### config.mk
export PLATFORM = sky130hd
export DESIGN_NAME = cascade_fifo
export DESIGN_NICKNAME = d
export VERILOG_FILES = /design/src/rtl/cfifo_pkg.sv /design/src/rtl/cfifo_store.sv /design/src/rtl/cfifo_wr_ctrl.sv /design/src/rtl/cfifo_rd_ctrl.sv /design/src/rtl/cfifo_stage.sv /design/src/rtl/cascade_fifo.sv
export SDC_FILE = /design/constraint.sdc
export NUM_CORES = 1
export LEC_CHECK = 0
export ABC_AREA = 0
export ABC_CLOCK_PERIOD_IN_PS = 2300
export CAP_MARGIN = 5
export CORE_MARGIN = 10
export CORE_UTILIZATION = 58
export CTS_BUF_LIST = sky130_fd_sc_hd__clkbuf_2
export CTS_CLUSTER_DIAMETER = 80
export DETAILED_ROUTE_END_ITERATION = 16
export PLACE_DENSITY_LB_ADDON = 0.3
export SLEW_MARGIN = 30
export SYNTH_ARGS = -nofsm -noshare
export SYNTH_HDL_FRONTEND = slang
export SYNTH_HIERARCHICAL = 1
export SYNTH_SLANG_ARGS = --single-unit
### constraint.sdc
create_clock -name clk -period 2.3 [get_ports clk]
set_input_delay 0.46 -clock clk [delete_from_list [all_inputs] [get_ports clk]]
set_output_delay 0.46 -clock clk [all_outputs]
set_load 0.02 [all_outputs]
### src/rtl/cfifo_pkg.sv
// Package: shared polarity constants for the active-low handshake flags.
// Assumes every flag and request in the chain uses the same low-true sense.
package cfifo_pkg;
    localparam logic FLAG_ON  = 1'b0;
    localparam logic FLAG_OFF = 1'b1;
endpackage

### src/rtl/cfifo_store.sv
// Storage array of one stage. Writes happen on the clock edge and reads are
// combinational. Assumes the control logic never writes a slot that the read
// side still counts as occupied.
module cfifo_store #(
    parameter int WIDTH = 8,
    parameter int AW    = 3
) (
    input  logic             clk,
    input  logic             we,
    input  logic [AW-1:0]    waddr,
    input  logic [WIDTH-1:0] wdata,
    input  logic [AW-1:0]    raddr,
    output logic [WIDTH-1:0] rdata
);
    localparam int SLOTS = 1 << AW;

    logic [WIDTH-1:0] mem [SLOTS];

    // Capture an accepted word into its slot.
    always_ff @(posedge clk) begin
        if (we) mem[waddr] <= wdata;
    end

    assign rdata = mem[raddr];
endmodule

### src/rtl/cfifo_wr_ctrl.sv
// Write side of one stage. It owns the write pointer and the room flag. The
// read pointer is seen one cycle late, so freed space shows up on room_n two
// edges after a read. A write that fills the stage raises room_n at once.
module cfifo_wr_ctrl
    import cfifo_pkg::*;
#(
    parameter int AW = 3
) (
    input  logic        clk,
    input  logic        rst_n,
    input  logic        push_n,
    input  logic [AW:0] rptr,
    output logic [AW:0] wptr,
    output logic        we,
    output logic        room_n
);
    localparam int PW = AW + 1;
    localparam logic [PW-1:0] FULL_CNT = {1'b1, {AW{1'b0}}};

    logic [PW-1:0] rptr_q1;
    logic [PW-1:0] wptr_nxt;

    assign we       = (push_n == FLAG_ON) && (room_n == FLAG_ON);
    assign wptr_nxt = wptr + PW'(we);

    // Advance the write pointer, delay the read pointer, and update room.
    always_ff @(posedge clk) begin
        if (!rst_n) begin
            wptr    <= '0;
            rptr_q1 <= '0;
            room_n  <= FLAG_ON;
        end else begin
            wptr    <= wptr_nxt;
            rptr_q1 <= rptr;
            room_n  <= ((wptr_nxt - rptr_q1) == FULL_CNT) ? FLAG_OFF : FLAG_ON;
        end
    end
endmodule

### src/rtl/cfifo_rd_ctrl.sv
// Read side of one stage. It owns the read pointer, the output register and
// the avail flag. The write pointer passes through two delay registers, so a
// new word shows three edges after its write. A read loads the next word on
// the same edge when one is ready, which keeps streaming gap-free.
module cfifo_rd_ctrl
    import cfifo_pkg::*;
#(
    parameter int WIDTH = 8,
    parameter int AW    = 3
) (
    input  logic             clk,
    input  logic             rst_n,
    input  logic             pop_n,
    input  logic [AW:0]      wptr,
    input  logic [WIDTH-1:0] rdata,
    output logic [AW-1:0]    raddr,
    output logic [AW:0]      rptr,
    output logic [WIDTH-1:0] dout,
    output logic             avail_n
);
    localparam int PW = AW + 1;

    logic [PW-1:0] wptr_q1;
    logic [PW-1:0] wptr_q2;
    logic [PW-1:0] rptr_nxt;
    logic          take;
    logic          ready;

    assign take     = (pop_n == FLAG_ON) && (avail_n == FLAG_ON);
    assign rptr_nxt = rptr + PW'(take);
    assign raddr    = rptr_nxt[AW-1:0];
    assign ready    = (wptr_q2 != rptr_nxt);

    // Delay the write pointer, advance the read pointer, present the head word.
    always_ff @(posedge clk) begin
        if (!rst_n) begin
            wptr_q1 <= '0;
            wptr_q2 <= '0;
            rptr    <= '0;
            dout    <= '0;
            avail_n <= FLAG_OFF;
        end else begin
            wptr_q1 <= wptr;
            wptr_q2 <= wptr_q1;
            rptr    <= rptr_nxt;
            avail_n <= ready ? FLAG_ON : FLAG_OFF;
            if (ready) dout <= rdata;
        end
    end
endmodule

### src/rtl/cfifo_stage.sv
// One first-word-fall-through stage: storage plus write and read control. Its
// flags have the sense that lets identical stages connect output to input.
module cfifo_stage #(
    parameter int WIDTH = 8,
    parameter int DEPTH = 8
) (
    input  logic             clk,
    input  logic             rst_n,
    input  logic [WIDTH-1:0] din,
    input  logic             push_n,
    output logic             room_n,
    output logic [WIDTH-1:0] dout,
    input  logic             pop_n,
    output logic             avail_n
);
    localparam int AW = $clog2(DEPTH);

    logic [AW:0]      wptr;
    logic [AW:0]      rptr;
    logic             we;
    logic [AW-1:0]    raddr;
    logic [WIDTH-1:0] rdata;

    cfifo_store #(.WIDTH(WIDTH), .AW(AW)) u_store (
        .clk   (clk),
        .we    (we),
        .waddr (wptr[AW-1:0]),
        .wdata (din),
        .raddr (raddr),
        .rdata (rdata)
    );

    cfifo_wr_ctrl #(.AW(AW)) u_wr (
        .clk    (clk),
        .rst_n  (rst_n),
        .push_n (push_n),
        .rptr   (rptr),
        .wptr   (wptr),
        .we     (we),
        .room_n (room_n)
    );

    cfifo_rd_ctrl #(.WIDTH(WIDTH), .AW(AW)) u_rd (
        .clk     (clk),
        .rst_n   (rst_n),
        .pop_n   (pop_n),
        .wptr    (wptr),
        .rdata   (rdata),
        .raddr   (raddr),
        .rptr    (rptr),
        .dout    (dout),
        .avail_n (avail_n)
    );
endmodule

### src/rtl/cascade_fifo.sv
// Chain of STAGES identical stages on one clock. Each stage's data and avail
// flag drive the next stage's input and push request. The next stage's room
// flag returns as this stage's pop request. Total depth is STAGES*DEPTH.
module cascade_fifo #(
    parameter int WIDTH  = 8,
    parameter int DEPTH  = 8,
    parameter int STAGES = 3
) (
    input  logic             clk,
    input  logic             rst_n,
    input  logic [WIDTH-1:0] wr_data,
    input  logic             push_n,
    output logic             room_n,
    output logic [WIDTH-1:0] rd_data,
    input  logic             pop_n,
    output logic             avail_n
);
    logic [WIDTH-1:0] data_link [STAGES+1];
    logic             push_link [STAGES+1];
    logic             room_link [STAGES+1];

    assign data_link[0]      = wr_data;
    assign push_link[0]      = push_n;
    assign room_link[STAGES] = pop_n;
    assign room_n            = room_link[0];
    assign rd_data           = data_link[STAGES];
    assign avail_n           = push_link[STAGES];

    for (genvar s = 0; s < STAGES; s++) begin : g_stage
        cfifo_stage #(.WIDTH(WIDTH), .DEPTH(DEPTH)) u_stage (
            .clk     (clk),
            .rst_n   (rst_n),
            .din     (data_link[s]),
            .push_n  (push_link[s]),
            .room_n  (room_link[s]),
            .dout    (data_link[s+1]),
            .pop_n   (room_link[s+1]),
            .avail_n (push_link[s+1])
        );
    end
endmodule

==> reports/metrics.csv <==
metric,value,unit
arrival,2.86,ns
crit_path_end_kind,flop,
drtPass1Iterations,7,
r2r_setup_slack,0.14,ns
nFillCells,1329,
io_buffers,21,
clk_latency,0.82,ns
cts_tree,yes,
dp_hpwl,11940,µm
overflow,0,
placed_cell_area,0.01187,mm²
numCtsBuffers,70,
coreArea,0.01889,mm²
synth_cells,666,
postRouteAntennaNets,0,
drive_gt1_share,22.85,%
required,3.00,ns
path_class,reg2reg,
h-tree-depth,3,
fmax,0.4623,GHz
drt_iter0_drc,219,
ir_drop,0.5000,mV
synthToLayoutAreaGrowth,11.31,%
syn-num-nets,699,
worst_hold_slack,0.1442,ns
finalHoldViolCount,0,
status,finished clean,
syn_area,0.01123,mm²
yosysWarnings,6,
cts_hold_buffers,0,
grt_pass1_vias,6093,
synth_cell_types,28,
rsz0062_at_grt,false,
cts.sinks,282,
crit_path_max_fanout,18,
synthFlopType,edfxtp_1,
clockRootBuffer,clkbuf_2,
final_nets,796,
place_congestion,0.7672,
die_area,0.02532,mm²
grtUsageTotal,14.93,%
skew,0.07369,ns
min_period_over_period,94.06,%
setup_viol,0,
synth_seq_area_share,67.40,%
num_vias,5632,
fin_area,0.01250,mm²
clockBufferDepth,3,
synth_edf_count,192,
vias_per_cell,5.239,
p_per_area,938.6,mW/mm²
synth.avg_cell_area,16.86,µm²
mostFrequentLayoutCell,edfxtp_1,
clk_pin_slew,0.11,ns
p_leak,0.004861,µW
cts_setup_buffers,0,
wl_per_cell,17.42,µm
max-slew-margin-rel,69.46,%
ys_ff_latch,282,
finalNonFillerCells,1075,
die_w,159.1,µm
worst_slew_pin_slew,0.4580,ns
rows,50,
maxSlewViolCount,0,
initial_core_util,59.42,%
hold_path.class,in2reg,
place_inst,951,
grt_pass1_wl,30500,µm
post-route-util,66.15,%
dieHeight,159.1,µm
grt_max_degree,42,
max_cap_violations,0,
synthArstFlopShare,0,%
final_cell_mix,"192 x edfxtp_1, 97 x clkbuf_2, 90 x dfxtp_1, 60 x and2_1, 54 x nand2_1",
routed_wl,18730,µm
drc,0,
antenna_found_initial,1,
start_kind,flop,
min_period,2.163,ns
boundaryPins,22,
==> cells in the mapped netlist, types with 21 or more instances <==
library cell  instances  area share, %
mux4_1               45             11
dfxtp_1              90             16
ha_1                 21            2.3
edfxtp_1            192             51
mux2i_1              24            2.1
nor2_1               24           0.80
nand2_1              54            1.8
xor2_1               21            1.6
and2_1               60            3.3
mux2_2               24            2.4
==> through the flow <==
step	power, µW	setup TNS (ns)	setup WS [ns]
5_1_grt	12410	0	0.005068
6_report	11730	0	0.1367
2_1_floorplan	8283	0	0.009402
3_3_place_gp	8663	-2.446	-0.2705
3_5_place_dp	8769	-3.213	-0.3641
4_1_cts	11890	0	0.001065
==> what timing repair did <==
action,CTS,global route
pin swaps,0,1
endpoints found under the setup margin,9,13
gates resized for setup,9,5
==> power by group <==
part / total [µW] / internal [µW] / switching, µW
clock: 3130 / 1260 / 1860
combinational: 2290 / 1290 / 991
sequential: 6320 / 5990 / 327
total: 11700 / 8550 / 3180
==> per-layer routing <==
layer | global-route usage, % | vias to the layer above | share of wire [%]
met5 | 0 | - | 0
met4 | 6.908 | 0 | 1.6
met3 | 3.641 | 26 | 4.1
met2 | 25.74 | 104 | 53
met1 | 17.24 | 2787 | 42
li1 | - | 2715 | -
==> worst max-delay path, cell delays in order, from the launching register on <==
cell	delay (ns)
dfxtp_1	0.33
nor2_1	0.11
ha_1	0.18
ha_1	0.18
xor2_1	0.27
buf_12	0.20
xor2_1	0.09
nor4_2	0.27
buf_4	0.24
mux2i_1	0.22
==> path summary, 6_finish.rpt <==
check,start,to,depth (start not counted)
hold reg to reg,g_stage[1].u_stage/u_rd/wptr_q1[3]$_SDFF_PN0_,g_stage[1].u_stage/u_rd/wptr_q2[3]$_SDFF_PN0_,1
hold / removal,rst_n,g_stage[0].u_stage/u_wr/room_n$_SDFF_PN0_,3
setup reg to reg,g_stage[0].u_stage/u_rd/avail_n$_SDFF_PN1_,g_stage[0].u_stage/u_rd/dout[6]$_SDFFE_PN0P_,9
setup / recovery,g_stage[0].u_stage/u_rd/avail_n$_SDFF_PN1_,g_stage[0].u_stage/u_rd/dout[6]$_SDFFE_PN0P_,9
==> state kept, by name, indices dropped and copies added, names as in the netlist <==
name / count
g_stage.u_stage/u_store/mem: 192
g_stage.u_stage/u_rd/dout: 24
g_stage.u_stage/u_rd/rptr: 12
g_stage.u_stage/u_rd/wptr_q1: 12
g_stage.u_stage/u_rd/wptr_q2: 12
g_stage.u_stage/u_wr/rptr_q1: 12
g_stage.u_stage/u_wr/wptr: 12
g_stage.u_stage/u_rd/avail_n: 3
g_stage.u_stage/u_wr/room_n: 3
==> cells by family (layout without fill, tap and decap cells) <==
kind of cell / after synthesis / in the layout / synth area share, %
compound gates: 6 / 6 / 0.3678
xor+xnor: 36 / 36 / 3.176
fa+ha+maj: 21 / 21 / 2.340
buf+inv: 51 / 199 / 3.076
flops: 282 / 282 / 67.40
mux: 96 / 96 / 15.68
other cells: 0 / 1 / 0
simple gates: 174 / 174 / 7.957
==> layout make-up <==
type                            instances  area (µm²)  area share, %
Clock inverter                         26       133.9          1.071
Tap cell                              260       325.3          2.603
Timing Repair Buffer                   64       610.6          4.886
Sequential cell                       282        7567          60.55
Clock buffer                           97       485.5          3.885
Antenna cell                            1       2.502        0.02002
Inverter                               12       45.04         0.3604
Multi-Input combinational cell        333        3327          26.62
Power figures use the tool's default switching activity.
